## src/rtl/dpsk_map_pkg.sv

```systemverilog
// Shared types and code values for the symbol mapper.
// Assumes modulation codes are 6 bits wide.
package dpsk_map_pkg;
    typedef enum logic [2:0] {
        MK_NONE  = 3'd0,
        MK_BPSK  = 3'd1,
        MK_QPSK  = 3'd2,
        MK_PI4   = 3'd3,
        MK_QAM16 = 3'd4
    } map_kind_e;

    localparam logic [5:0] CODE_BPSK  = 6'd0;
    localparam logic [5:0] CODE_QPSK  = 6'd1;
    localparam logic [5:0] CODE_PI4   = 6'd12;
    localparam logic [5:0] CODE_QAM16 = 6'd16;

    localparam int MAX_BITS = 4;
    localparam int CNT_W    = $clog2(MAX_BITS + 1);
    localparam int PH_W     = 3;
endpackage

```

## src/rtl/map_mode_decode.sv

```systemverilog
// Decodes the modulation code into a mapping kind and bits per symbol.
// Assumes reserved codes yield MK_NONE and zero bits per symbol.
module map_mode_decode
    import dpsk_map_pkg::*;
(
    input  logic [5:0]       mod_sel,
    output map_kind_e        kind,
    output logic [CNT_W-1:0] need
);
    // Pick the kind and symbol width for the code.
    always_comb begin
        kind = MK_NONE;
        need = '0;
        case (mod_sel)
            CODE_BPSK:  begin kind = MK_BPSK;  need = CNT_W'(1); end
            CODE_QPSK:  begin kind = MK_QPSK;  need = CNT_W'(2); end
            CODE_PI4:   begin kind = MK_PI4;   need = CNT_W'(2); end
            CODE_QAM16: begin kind = MK_QAM16; need = CNT_W'(4); end
            default:    begin kind = MK_NONE;  need = '0;        end
        endcase
    end
endmodule

```

## src/rtl/map_bit_gather.sv

```systemverilog
// Collects serial bits into a symbol, first bit in the highest used position.
// Assumes need never exceeds MAXB; a zero need gathers nothing.
module map_bit_gather #(
    parameter int MAXB = 4,
    parameter int CW   = $clog2(MAXB + 1)
) (
    input  logic            clk,
    input  logic            rst_n,
    input  logic            clr,
    input  logic            bit_vld,
    input  logic            bit_in,
    input  logic [CW-1:0]   need,
    input  logic            take,
    output logic [MAXB-1:0] bits,
    output logic [CW-1:0]   cnt,
    output logic            full
);
    // A symbol is ready once the count reaches a non-zero need.
    assign full = (need != '0) && (cnt == need);

    // Shift in bits, drop extras, restart on consumption or clear.
    always_ff @(posedge clk) begin
        if (!rst_n || clr) begin
            bits <= '0;
            cnt  <= '0;
        end else if (take) begin
            bits <= {{(MAXB-1){1'b0}}, bit_in & bit_vld};
            cnt  <= bit_vld ? CW'(1) : '0;
        end else if (bit_vld && (cnt < need)) begin
            bits <= {bits[MAXB-2:0], bit_in};
            cnt  <= cnt + CW'(1);
        end
    end
endmodule

```

## src/rtl/map_phase_accum.sv

```systemverilog
// Produces the output phase index for the PSK modes and keeps the
// differential phase state. Assumes sym holds the symbol's low bits.
module map_phase_accum
    import dpsk_map_pkg::*;
(
    input  logic            clk,
    input  logic            rst_n,
    input  logic            clr,
    input  logic            adv,
    input  map_kind_e       kind,
    input  logic            diff_en,
    input  logic [1:0]      sym,
    output logic [PH_W-1:0] phase
);
    logic [PH_W-1:0] acc;
    logic [PH_W-1:0] inc;
    logic [PH_W-1:0] abs_ph;
    logic            is_diff;

    // Work out the increment and the absolute phase for the symbol.
    always_comb begin
        inc    = '0;
        abs_ph = '0;
        case (kind)
            MK_BPSK: begin
                inc    = sym[0] ? PH_W'(4) : '0;
                abs_ph = inc;
            end
            MK_QPSK: begin
                inc = {sym, 1'b0};
                case (sym)
                    2'b00:   abs_ph = PH_W'(1);
                    2'b01:   abs_ph = PH_W'(3);
                    2'b11:   abs_ph = PH_W'(5);
                    default: abs_ph = PH_W'(7);
                endcase
            end
            MK_PI4:  inc = {sym, 1'b0} + PH_W'(1);
            default: inc = '0;
        endcase
    end

    // Differential modes step from the stored phase.
    assign is_diff = (kind == MK_PI4) ||
                     (diff_en && ((kind == MK_BPSK) || (kind == MK_QPSK)));
    assign phase   = is_diff ? (acc + inc) : abs_ph;

    // Store the new phase when a differential symbol is emitted.
    always_ff @(posedge clk) begin
        if (!rst_n || clr)
            acc <= '0;
        else if (adv && is_diff)
            acc <= phase;
    end
endmodule

```

## src/rtl/map_point_lut.sv

```systemverilog
// Turns a phase index or 16QAM bits into signed I/Q, with optional Q negation.
// Assumes UNIT, DIAG and INNER all fit in W signed bits.
module map_point_lut
    import dpsk_map_pkg::*;
#(
    parameter int W     = 8,
    parameter int UNIT  = 127,
    parameter int DIAG  = 90,
    parameter int INNER = 42
) (
    input  map_kind_e              kind,
    input  logic [PH_W-1:0]        phase,
    input  logic [3:0]             qbits,
    input  logic                   inv,
    output logic signed [W-1:0]    pt_i,
    output logic signed [W-1:0]    pt_q
);
    localparam logic signed [W-1:0] PU = W'(UNIT);
    localparam logic signed [W-1:0] PD = W'(DIAG);
    localparam logic signed [W-1:0] PN = W'(INNER);

    logic signed [W-1:0] raw_q;

    // Gray level for one 16QAM axis.
    function automatic logic signed [W-1:0] qam_lvl(input logic [1:0] b);
        case (b)
            2'b00:   return -PU;
            2'b01:   return -PN;
            2'b11:   return PN;
            default: return PU;
        endcase
    endfunction

    // Select the point for the current kind.
    always_comb begin
        if (kind == MK_QAM16) begin
            pt_i  = qam_lvl(qbits[3:2]);
            raw_q = qam_lvl(qbits[1:0]);
        end else begin
            case (phase)
                3'd0:    begin pt_i = PU;  raw_q = '0;  end
                3'd1:    begin pt_i = PD;  raw_q = PD;  end
                3'd2:    begin pt_i = '0;  raw_q = PU;  end
                3'd3:    begin pt_i = -PD; raw_q = PD;  end
                3'd4:    begin pt_i = -PU; raw_q = '0;  end
                3'd5:    begin pt_i = -PD; raw_q = -PD; end
                3'd6:    begin pt_i = '0;  raw_q = -PU; end
                default: begin pt_i = PD;  raw_q = -PD; end
            endcase
        end
    end

    // Apply spectrum inversion to Q.
    assign pt_q = inv ? -raw_q : raw_q;
endmodule

```

## src/rtl/psk_symbol_mapper.sv

```systemverilog
// Top of the symbol mapper: gathers bits, steps phase, looks up points.
// Assumes one bit at most per clock and a strobe no faster than the data.
module psk_symbol_mapper
    import dpsk_map_pkg::*;
#(
    parameter int AMP_W      = 8,
    parameter int UNIT_AMP   = 127,
    parameter int DIAG_AMP   = 90,
    parameter int QAM_INNER  = 42
) (
    input  logic                    clk,
    input  logic                    rst_n,
    input  logic [5:0]              mod_sel,
    input  logic                    diff_en,
    input  logic                    inv_q,
    input  logic                    bit_vld,
    input  logic                    bit_in,
    input  logic                    sym_strobe,
    output logic                    sym_vld,
    output logic signed [AMP_W-1:0] sym_i,
    output logic signed [AMP_W-1:0] sym_q
);
    map_kind_e           kind;
    logic [CNT_W-1:0]    need;
    logic [CNT_W-1:0]    cnt;
    logic [MAX_BITS-1:0] bits;
    logic                full;
    logic                take;
    logic                clr;
    logic [6:0]          key_q;
    logic [PH_W-1:0]     phase;
    logic signed [AMP_W-1:0] pt_i;
    logic signed [AMP_W-1:0] pt_q;

    // Remember the mode so a change can be seen.
    always_ff @(posedge clk) begin
        key_q <= {diff_en, mod_sel};
    end

    assign clr  = ({diff_en, mod_sel} != key_q);
    assign take = sym_strobe && full && !clr;

    map_mode_decode u_dec (
        .mod_sel (mod_sel),
        .kind    (kind),
        .need    (need)
    );

    map_bit_gather #(.MAXB(MAX_BITS), .CW(CNT_W)) u_gather (
        .clk     (clk),
        .rst_n   (rst_n),
        .clr     (clr),
        .bit_vld (bit_vld),
        .bit_in  (bit_in),
        .need    (need),
        .take    (take),
        .bits    (bits),
        .cnt     (cnt),
        .full    (full)
    );

    map_phase_accum u_phase (
        .clk     (clk),
        .rst_n   (rst_n),
        .clr     (clr),
        .adv     (take),
        .kind    (kind),
        .diff_en (diff_en),
        .sym     (bits[1:0]),
        .phase   (phase)
    );

    map_point_lut #(.W(AMP_W), .UNIT(UNIT_AMP), .DIAG(DIAG_AMP), .INNER(QAM_INNER)) u_lut (
        .kind  (kind),
        .phase (phase),
        .qbits (bits),
        .inv   (inv_q),
        .pt_i  (pt_i),
        .pt_q  (pt_q)
    );

    // Register the point and pulse valid for each emitted symbol.
    always_ff @(posedge clk) begin
        if (!rst_n) begin
            sym_vld <= 1'b0;
            sym_i   <= '0;
            sym_q   <= '0;
        end else begin
            sym_vld <= take;
            if (take) begin
                sym_i <= pt_i;
                sym_q <= pt_q;
            end
        end
    end
endmodule

```

## config.mk

```make
export PLATFORM = sky130hd
export DESIGN_NAME = psk_symbol_mapper
export DESIGN_NICKNAME = d
export VERILOG_FILES = /design/src/rtl/dpsk_map_pkg.sv /design/src/rtl/map_mode_decode.sv /design/src/rtl/map_bit_gather.sv /design/src/rtl/map_phase_accum.sv /design/src/rtl/map_point_lut.sv /design/src/rtl/psk_symbol_mapper.sv
export SDC_FILE = /design/constraint.sdc
export NUM_CORES = 1
export LEC_CHECK = 0
export BUFFER_PORTS_ARGS = -buffer_cell sky130_fd_sc_hd__buf_2
export CAP_MARGIN = 15
export CELL_PAD_IN_SITES_DETAIL_PLACEMENT = 1
export CELL_PAD_IN_SITES_GLOBAL_PLACEMENT = 2
export CORE_UTILIZATION = 30
export CTS_CLUSTER_DIAMETER = 150
export CTS_CLUSTER_SIZE = 20
export DETAILED_ROUTE_END_ITERATION = 8
export GPL_TIMING_DRIVEN = 0
export PLACE_DENSITY = 0.76
export SYNTH_ARGS = -nofsm -noshare
export SYNTH_HDL_FRONTEND = slang
export SYNTH_SLANG_ARGS = --single-unit
```

## constraint.sdc

```tcl
create_clock -name clk -period 3.1 [get_ports clk]
set_input_delay 0.62 -clock clk [delete_from_list [all_inputs] [get_ports clk]]
set_output_delay 0.62 -clock clk [all_outputs]
set_load 0.01 [all_outputs]
```

==> impl_results.md <==
* Pre-CTS setup slack at -0.855 ns
* Status: finished, final reports clean
* VDD IR max at between 0.1 and 0.15 mV
* Die area at approximately 0.0074 mm^2
* Leakage at between 1 and 1.5 nW
* Area of the multi-input gates at roughly 0.0015 mm^2
* Commonest cells after routing, fill and taps aside: 38 x nor2_1, 33 x dfxtp_1, 26 x buf_2
* Routed len/inst at ~16 um
* Syn nets at ~290
* Slew margin rel. at between 60% and 70%
* Critical Path AT at between 3 and 4 ns
* Final setup fails at 0
* Fin nets at approximately 330
* DIE HEIGHT at 86.1 um
* Pwr per Cell Area at around 310 mW/mm^2
* Hold Path Class: reg -> reg
* Worst Hold Slack at 0.459 ns
* Hold buffers post-CTS at 0
* PnR worst setup slack at approximately 0.11 ns
* DRT iter0 DRCs at between 70 and 80
* Synth Flop Type: dfxtp_1
* Ys async rst share at 0%
* Clk_skew at 0.00526 ns
* Drt first pass iters at 4
* Die extent in x at approximately 86 um
* Num ports at 30
* Placed inst area at ~0.0024 mm^2
* Post-Syn Instances at approximately 260
* Critical path launch point type: input port
* CP Capture Type: register
* H-tree depth at 2
* Maxcap violations at 0
* Max Clk Rate at approximately 0.33 GHz
* Antenna cells at 0
* Cell Count Post-Placement at 386
* DP HPWL at around 4.7 mm
* Crit-path max FO at 11
* Port buffer count at 29
* Routed WL at roughly 6.4 mm
* Clock period minus worst slack at around 3.0 ns
* Fin Setup TNS at 0 ns
* Reg clk slew, reported paths at approximately 0.070 ns
* Final hold violation count at 0
* R2r setup slk at around 0.40 ns
* Power Total at approximately 850 uW
* Area contributors post-synth: dfxtp_1 31%, ha_1 9.4%, nor2_1 7.1%, a21oi_1 4.2%, o21ai_0 3.5%
* Clock sink total at 33
* Final Instance Area at ~0.0027 mm^2
* DR vias at ~2,000
* Vias in the first global route at 1,983
* EDFF count, synth at 0
* DRT antenna net count at 0
* First-pass GRT wire length at ~10 mm
* GPL Wtd Cong at 0.805
* DRC viols at 0
* Final core utilization at between 30% and 40%
* Yosys cell types at 61
* Register Area at approximately 660 um^2
* Worst-Margin Slew at between 0.5 and 0.6 ns
* Synthesized area per cell at between 8 and 9 um^2
* Slew Viols, Final at 0
* Critical Path RT at approximately 3.3 ns
* Final period utilization at between 90% and 100%
* Post-synthesis sequential area ratio at a little under a third
* Core Footprint at approximately 0.0068 mm^2
* Clock Latency Late Sink at between 0.2 and 0.3 ns
* Synth Cell Area at between 0.002 and 0.0025 mm^2
* Crit path kind: in -> reg
* Commonest non-fill, non-tap cell in the layout: nor2_1
* CTS tree: built
* # rows at 30
* Routed vias/inst at a little over 5
* Total track usage at 17.9%
* CTS root buf: clkbuf_8
* Reg2reg path depth at 9
* Layout overhead on the synthesized area at 28.5%
* Global route overflow at 0
* Synth top area share at a little under a third
* Number of synthesized register bits at 33
* Layout Cells excl Fill at 399
* Initial core utilization at a little under a third
* Synth warn at 0
* Max Root-Sink Buffers at 2
* Initial antenna violation count at 0
* Layout cells sized above 1 at ~29%
* Synth area leader: dfxtp_1
* Hold Path Depth at 2
* Largest net degree at the start of global routing at 12
* Filler cells at roughly 850
* CTS Buf Count at 5
==> worst max-delay path, stage by stage <==
cell	delay, ns
clkbuf_4	0.20
nand3b_1	0.29
nand2_1	0.11
nand2_2	0.11
nor2_2	0.04
fa_2	0.38
xor2_2	0.17
or3_4	0.37
nand2_2	0.09
a31oi_2	0.11
ha_2	0.23
nand2b_1	0.13
nand3_1	0.08
a31o_2	0.11
o221ai_1	0.10
==> cell usage after synthesis (3+ instances only) <==
cell type	number
a211oi_1	3
a21oi_1	18
a31oi_1	4
and2_1	3
clkbuf_1	7
dfxtp_1	33
ha_1	16
inv_1	8
mux2i_1	3
nand2_1	19
nand3_1	11
nor2_1	40
nor2b_1	3
nor3_1	5
o21ai_0	15
or3_1	5
xnor2_1	5
xor2_1	8
==> layout make-up <==
type	count	area share, %
buffer	9	2.75
inverter	9	1.33
clock buffer	7	3.16
tap	96	4.40
timing repair buffer	37	7.79
multi-input combinational	208	56.4
sequential	33	24.2
==> worst paths after layout <==
| check | endpoint | startpoint |
|---|---|---|
| worst max-delay path | sym_q[2]$_SDFFE_PN0P_ | mod_sel[0] |
| worst min-delay path | sym_i[0]$_SDFFE_PN0P_ | sym_i[0]$_SDFFE_PN0P_ |
| worst max register to register | sym_q[5]$_SDFFE_PN0P_ | u_gather.bits[0]$_SDFFE_PP0P_ |
| worst min register to register | sym_i[0]$_SDFFE_PN0P_ | sym_i[0]$_SDFFE_PN0P_ |
==> power by group <==
part	internal, mW	switching [mW]
clock	0.176	0.160
combinational	0.0310	0.0493
sequential	0.429	0.00199
==> logic make-up after synthesis <==
logic type / count (synthesis) / share of synthesized area (%)
AOI/OAI and AO/OA: 65 / 20.3
xor gates and xnor gates: 13 / 5.36
adders and majority gates: 17 / 10.4
buffers and inverters: 20 / 4.01
DFF: 33 / 31.1
muxes: 5 / 2.47
and+or+nand+nor: 108 / 26.3
==> sequential cells by signal, summed over array words and instances, names as in the netlist <==
signal	flops
sym_i	7
sym_vld	1
u_phase.acc	3
u_gather.cnt	3
sym_q	8
u_gather.bits	4
key_q	7
==> metal layers <==
layer	vias up	wire length, um	track usage, %	part of all wire [%]
met5	-	0	0	0
met4	0	104	6.36	1.6
met3	8	220	2.02	3.5
met2	35	3010	29.6	47
met1	972	3040	23.9	48
li1	1009	-	-	-
==> what timing repair did <==
| item | 4_1_cts | 5_1_grt |
|---|---|---|
| hold endpoints to repair | 0 | 0 |
| setup buffers | 6 | 2 |
| setup endpoints to repair | 25 | 18 |
| pin swaps | 8 | 8 |
| gates resized for setup | 20 | 24 |
(Power assumes the default switching activity.)
